File: config.mk
export PLATFORM = sky130hd
export DESIGN_NAME = ea_gen_unit
export DESIGN_NICKNAME = d
export VERILOG_FILES = /design/src/rtl/eagu_pkg.sv /design/src/rtl/eagu_base_sel.sv /design/src/rtl/eagu_ptr_decode.sv /design/src/rtl/ea_gen_unit.sv
export SDC_FILE = /design/constraint.sdc
export NUM_CORES = 1
export LEC_CHECK = 0
export BUFFER_PORTS_ARGS = -buffer_cell sky130_fd_sc_hd__buf_2
export CORE_UTILIZATION = 53
export DETAILED_ROUTE_END_ITERATION = 8
export GPL_TIMING_DRIVEN = 0
export PLACE_DENSITY = 0.82
export SLEW_MARGIN = 10
export SYNTH_ARGS = -nofsm -noshare
export SYNTH_HDL_FRONTEND = slang
export SYNTH_HIERARCHICAL = 1
export SYNTH_SLANG_ARGS = --single-unit
File: constraint.sdc
create_clock -name clk -period 2.75 [get_ports clk]
set_input_delay 0.55 -clock clk [delete_from_list [all_inputs] [get_ports clk]]
set_output_delay 0.55 -clock clk [all_outputs]
set_load 0.05 [all_outputs]
File: src/rtl/eagu_pkg.sv
package eagu_pkg;

    typedef enum logic [2:0] {
        MD_LIT  = 3'd0,
        MD_ABS  = 3'd1,
        MD_MIND = 3'd2,
        MD_REG  = 3'd3,
        MD_RPTR = 3'd4,
        MD_BOFS = 3'd5,
        MD_PREL = 3'd6,
        MD_STK  = 3'd7
    } mode_e;

    typedef enum logic [1:0] {
        ST_IDLE = 2'd0,
        ST_PTR  = 2'd1,
        ST_OPND = 2'd2,
        ST_DONE = 2'd3
    } state_e;

    typedef enum logic [1:0] {
        ACT_NONE = 2'd0,
        ACT_PTR  = 2'd1,
        ACT_OPND = 2'd2
    } act_e;

endpackage

File: src/rtl/eagu_base_sel.sv
module eagu_base_sel
    import eagu_pkg::*;
#(
    parameter int WORD_W = 16
) (
    input  mode_e              mode,
    input  logic               auto_inc,
    input  logic [WORD_W-1:0]  field,
    input  logic [WORD_W-1:0]  regval,
    input  logic [WORD_W-1:0]  pc,
    input  logic [WORD_W-1:0]  sp,
    output act_e               first_act,
    output logic [WORD_W-1:0]  base_addr,
    output logic [WORD_W-1:0]  direct_val,
    output logic               wb_ok
);

    always_comb begin
        first_act  = ACT_OPND;
        base_addr  = '0;
        direct_val = '0;
        unique case (mode)
            MD_LIT:  begin first_act = ACT_NONE; direct_val = field;  end
            MD_ABS:  base_addr = field;
            MD_MIND: begin first_act = ACT_PTR;  base_addr = field;   end
            MD_REG:  begin first_act = ACT_NONE; direct_val = regval; end
            MD_RPTR: base_addr = regval;
            MD_BOFS: base_addr = field + regval;
            MD_PREL: base_addr = field + pc;
            MD_STK:  base_addr = sp;
        endcase
    end

    assign wb_ok = auto_inc && ((mode == MD_RPTR) || (mode == MD_BOFS));

endmodule

File: src/rtl/eagu_ptr_decode.sv
module eagu_ptr_decode #(
    parameter int WORD_W     = 16,
    parameter int MAX_LEVELS = 4,
    localparam int LVL_W     = $clog2(MAX_LEVELS + 1)
) (
    input  logic [WORD_W-1:0] word,
    input  logic [LVL_W-1:0]  level,
    output logic              follow,
    output logic              overflow,
    output logic [WORD_W-1:0] next_addr
);

    localparam logic [LVL_W-1:0] LAST_LVL = LVL_W'(MAX_LEVELS - 1);

    logic chained;

    assign chained   = word[WORD_W-1];
    assign follow    = chained && (level < LAST_LVL);
    assign overflow  = chained && (level >= LAST_LVL);
    assign next_addr = {1'b0, word[WORD_W-2:0]};

endmodule

File: src/rtl/ea_gen_unit.sv
module ea_gen_unit
    import eagu_pkg::*;
#(
    parameter int WORD_W     = 16,
    parameter int REG_COUNT  = 8,
    parameter int MAX_LEVELS = 4,
    localparam int IDX_W     = $clog2(REG_COUNT),
    localparam int LVL_W     = $clog2(MAX_LEVELS + 1)
) (
    input  logic              clk,
    input  logic              rst_n,
    input  logic              start,
    input  logic [2:0]        spec_mode,
    input  logic [IDX_W-1:0]  spec_reg,
    input  logic              spec_auto,
    input  logic [WORD_W-1:0] spec_field,
    input  logic [WORD_W-1:0] pc,
    input  logic [WORD_W-1:0] sp_value,
    output logic [IDX_W-1:0]  rf_rd_idx,
    input  logic [WORD_W-1:0] rf_rd_data,
    output logic              rf_wr_en,
    output logic [IDX_W-1:0]  rf_wr_idx,
    output logic [WORD_W-1:0] rf_wr_data,
    output logic              mem_req,
    output logic [WORD_W-1:0] mem_addr,
    input  logic              mem_valid,
    input  logic [WORD_W-1:0] mem_rdata,
    output logic              done,
    output logic [WORD_W-1:0] ea,
    output logic [WORD_W-1:0] operand,
    output logic              ind_err
);

    state_e             state, state_nxt;
    logic               busy;
    logic [IDX_W-1:0]   idx_q;
    logic [WORD_W-1:0]  addr_q;
    logic [WORD_W-1:0]  ea_q;
    logic [WORD_W-1:0]  opnd_q;
    logic [WORD_W-1:0]  wb_data_q;
    logic [LVL_W-1:0]   lvl_q;
    logic               wb_q;
    logic               err_q;

    act_e               first_act;
    logic [WORD_W-1:0]  base_addr;
    logic [WORD_W-1:0]  direct_val;
    logic               wb_ok;
    logic               ptr_follow;
    logic               ptr_overflow;
    logic [WORD_W-1:0]  ptr_next;

    assign rf_rd_idx = (state == ST_IDLE) ? spec_reg : idx_q;
    assign busy      = (state != ST_IDLE);

    eagu_base_sel #(.WORD_W(WORD_W)) u_base (
        .mode       (mode_e'(spec_mode)),
        .auto_inc   (spec_auto),
        .field      (spec_field),
        .regval     (rf_rd_data),
        .pc         (pc),
        .sp         (sp_value),
        .first_act  (first_act),
        .base_addr  (base_addr),
        .direct_val (direct_val),
        .wb_ok      (wb_ok)
    );

    eagu_ptr_decode #(.WORD_W(WORD_W), .MAX_LEVELS(MAX_LEVELS)) u_ptr (
        .word      (mem_rdata),
        .level     (lvl_q),
        .follow    (ptr_follow),
        .overflow  (ptr_overflow),
        .next_addr (ptr_next)
    );

    // state register
    always_ff @(posedge clk or negedge rst_n) begin
        if (!rst_n) state <= ST_IDLE;
        else        state <= state_nxt;
    end

    // transitions
    always_comb begin
        state_nxt = state;
        unique case (state)
            ST_IDLE: begin
                if (start) begin
                    unique case (first_act)
                        ACT_NONE: state_nxt = ST_DONE;  // no-fetch
                        ACT_PTR:  state_nxt = ST_PTR;   // chase
                        default:  state_nxt = ST_OPND;  // fetch
                    endcase
                end
            end
            ST_PTR: begin
                if (mem_valid) begin
                    if (ptr_overflow)    state_nxt = ST_DONE;  // overflow
                    else if (ptr_follow) state_nxt = ST_PTR;   // follow
                    else                 state_nxt = ST_OPND;  // resolve
                end
            end
            ST_OPND: if (mem_valid) state_nxt = ST_DONE;       // loaded
            ST_DONE: state_nxt = ST_IDLE;                      // retire
        endcase
    end

    // datapath registers
    always_ff @(posedge clk or negedge rst_n) begin
        if (!rst_n) begin
            idx_q     <= '0;
            addr_q    <= '0;
            ea_q      <= '0;
            opnd_q    <= '0;
            wb_data_q <= '0;
            lvl_q     <= '0;
            wb_q      <= 1'b0;
            err_q     <= 1'b0;
        end else begin
            unique case (state)
                ST_IDLE: begin
                    if (start) begin
                        idx_q     <= spec_reg;
                        wb_q      <= wb_ok;
                        wb_data_q <= rf_rd_data + WORD_W'(1);
                        err_q     <= 1'b0;
                        lvl_q     <= '0;
                        addr_q    <= base_addr;
                        opnd_q    <= direct_val;
                        ea_q      <= (first_act == ACT_OPND) ? base_addr : '0;
                    end
                end
                ST_PTR: begin
                    if (mem_valid) begin
                        if (ptr_overflow) begin
                            err_q  <= 1'b1;
                            ea_q   <= '0;
                            opnd_q <= '0;
                        end else begin
                            addr_q <= ptr_next;
                            lvl_q  <= lvl_q + LVL_W'(1);
                            if (!ptr_follow) ea_q <= ptr_next;
                        end
                    end
                end
                ST_OPND: if (mem_valid) opnd_q <= mem_rdata;
                ST_DONE: ;
            endcase
        end
    end

    // outputs
    always_comb begin
        done       = (state == ST_DONE);
        mem_req    = (state == ST_PTR) || (state == ST_OPND);
        mem_addr   = addr_q;
        ea         = ea_q;
        operand    = opnd_q;
        ind_err    = done && err_q;
        rf_wr_en   = done && wb_q;
        rf_wr_idx  = idx_q;
        rf_wr_data = wb_data_q;
    end

endmodule

==> metrics.cfg <==
[logic_synthesis]
ys_top_cells_by_area = dfrtp_1 (33%), mux2_2 (6.0%), nor2b_1 (5.6%), ha_1 (5.5%), a21oi_1 (5.5%)
postSynthNetCount = 773
ys_seq_area_share_pct = 32.7
async_reset_ff_share_pct = 100
syn_area_um2 = 5670
synthCells = 656
synth_warnings = 6
synth.avg_cell_area_um2 = 8.64
synth_ff_type = dfrtp_1
ys_types = 58
yosysTopAreaCellShare_pct = 32.7
ys_ff_latch = 74
synth_edf_count = 0
synth_largest_area_cell = dfrtp_1

[timing]
hold_ws_ps = 107
fmax_mhz = 288
relSlewSlack_pct = 58.3
setup_viol = 24
setup_slack_ps = -719
setup_tns_ps = -10280
fin_crit_sh_pct = 126
clock-skew-final_ps = 13.2
rsz0062_at_grt = yes
tightest_slew_ps = 622
layout_min_cycle_time_ps = 3470
hold_viol_final = 0
slew_viol_final = 0

[cells_and_area]
layout.nets = 969
fillers = 756
layout-drive-gt1-share_pct = 40.6
fin_util_pct = 74.1
antennaDiodeCount = 0
regArea_um2 = 1850
multiInputGateArea_um2 = 3990
area.growth.synth_to_final_pct = 34.9
fin_cells = 991

[placed_design]
hpwl_um = 14400
numPortBuffers = 161
place_inst = 954
gp_congestion = 0.904

[worst_setup_path]
critical_path.startpoint = spec_mode[0]
crit_required_ps = 2990
crit_arrival_ps = 3710
crit_fanout = 3
ff2ff_path_depth = 8
critPathLaunchType = input port
r2r_start = state[1]
end_kind = flop
path_class = input port to flop
r2r_slack_ps = 340
timing.rr.end = mem_addr[1]

[cts]
postCtsHoldBufs = 0
clkLatencyLatePin_ps = 360
clockRootBuffer = clkbuf_8
clkTransAtPathRegs_ps = 80
clkSinkCount = 74
ctsLongestPathBuffers = 2
cts_tree = built
cts_made_buffers = 9
cts-htree-levels = 3

[drt]
drt-total-wl_um = 19300
ant_nets = 0
avgViaCountPerCell = 6.12
route.vias.total = 6066
drt-initial-drc-count = 577
firstDrtPassIters = 6
drc_errors = 0
wl_per_cell_um = 19.5

[run_status]
violations = setup timing
status = finished, violations left

[global_routing]
overflow = 0
antenna_found_initial = 0
grt_util_all_layers_pct = 33.6
grt_start_max_net_pins = 46
grt_pass1_wl_um = 28800
grt_pass1_vias = 5748

[floorplan]
rows = 37
io_pins = 165
start_util_pct = 54.9
core-area_um2 = 10300
dieArea_um2 = 11100
die_w_um = 105
dieHeight_um = 105

[power]
vdd_drop_max_mv = 0.798
powerDensity_nw_per_um2 = 1060
leakage_nw = 3.51

[hold_path]
hold_class = input port to async pin

[job]
max_cap_violations = 0

[cells in the mapped netlist, types with 6 or more instances]
library cell and n:
a22oi_1 20, mux2_1 10, nand4_1 7, nand2_1 61, buf_4 17, a221oi_1 26
buf_2 15, a22o_1 16, nor2b_1 51, clkbuf_1 25, nor2_1 48, xor2_1 10
dfrtp_1 74, a21oi_1 62, a21o_1 8, o22ai_1 12, nand3_1 9, mux2_2 30
ha_1 25, inv_1 8, xnor2_1 19, and2_1 6, o21ai_0 42
[per-stage QoR]
stage               worst slack (ps)  total power (W)  area, um2
finish                          -719          0.00813       7640
global route                    -768          0.00854       7640
CTS                             -690          0.00786       7250
detailed placement             -1550          0.00684       6750
global placement               -1540          0.00668       6730
floorplan                       -985          0.00562       5750
[area by class of cell]
class / instances / share of cell area, %
Multi-Input combinational cell: 513 / 52.2
Buffer: 57 / 4.55
Tap cell: 136 / 2.23
Clock inverter: 3 / 0.851
Inverter: 9 / 0.606
Sequential cell: 74 / 24.2
Timing Repair Buffer: 188 / 13.5
Clock buffer: 11 / 1.85
[worst max path at each step]
stage | to | slack [ps] | depth (start not counted)
after global placement | ea[12] | -1540 | 16
after CTS | ea[12] | -690 | 16
final | ea[14] | -720 | 16
after detailed placement | ea[12] | -1550 | 16
after floorplan | ea[14] | -990 | 16
after global routing | ea[14] | -770 | 16
[layout by cell type (no fill, tap or decap), drive strengths merged, types with 4 or more instances in the layout]
| cell | netlist | routed |
|---|---|---|
| inv | 9 | 8 |
| a221oi | 27 | 27 |
| nand2 | 61 | 61 |
| o22ai | 12 | 12 |
| buf | 34 | 221 |
| xor2 | 10 | 10 |
| nor2 | 48 | 48 |
| a21o | 8 | 8 |
| a31oi | 4 | 4 |
| clkbuf | 26 | 35 |
| nor3 | 4 | 4 |
| nor2b | 52 | 52 |
| nand2b | 4 | 4 |
| nand3 | 9 | 9 |
| a22o | 16 | 16 |
| a22oi | 20 | 20 |
| a21oi | 63 | 63 |
| o21ai | 44 | 44 |
| mux2 | 40 | 40 |
| o21a | 4 | 4 |
| xnor2 | 19 | 19 |
| and2 | 6 | 6 |
| nand4 | 7 | 7 |
| nor4 | 5 | 5 |
| ha | 25 | 25 |
| dfrtp | 74 | 74 |
[registers in the layout, summed over array words and instances (netlist names)]
signal / count
state: 2
err_q: 1
mem_addr: 16
rf_wr_data: 16
wb_q: 1
operand: 16
rf_wr_idx: 3
ea: 16
lvl_q: 3
[logic make-up after synthesis]
kind of cell	count (synthesis)	share of synthesized area (%)
flip-flops	74	32.7
XOR/XNOR	29	4.48
AND/OR/NAND/NOR	202	17.6
buffers and inverters	69	6.18
multiplexers	40	7.95
adder cells (fa/ha/maj)	26	5.87
AO/OA/AOI/OAI	215	25.2
other	1	0.0662
[power breakdown]
part | internal, W | total [W] | switching [W]
Sequential | 0.00161 | 0.00190 | 0.000289
Clock | 0.000525 | 0.000923 | 0.000399
Combinational | 0.00162 | 0.00531 | 0.00368
Total | 0.00376 | 0.00813 | 0.00437
[critical path, cell delays in order]
cell and delay (ps):
clkbuf_16 130, clkinv_8 40, nand3_4 80, buf_8 140, mux2_4 310, ha_4 170
fa_2 370, a21o_1 210, a221oi_4 380, o31ai_4 140, a211oi_2 230, nor4_2 60
a311o_1 320, nor2b_4 150, a22o_1 190, mux2_4 250
[repair_timing]
item	CTS	global route
resized for setup	42	65
buffers inserted	14	12
endpoints found under the setup margin	24	24
endpoints found under the hold margin	0	0
pin swaps	18	7
cloned	0	0
[layer usage]
layer  GRT usage (%)  wire, um
met1            43.2      7730
met4            13.7       687
met2            55.8      9250
met5               0         0
met3            5.88      1620
Power figures use the tool's default switching activity.
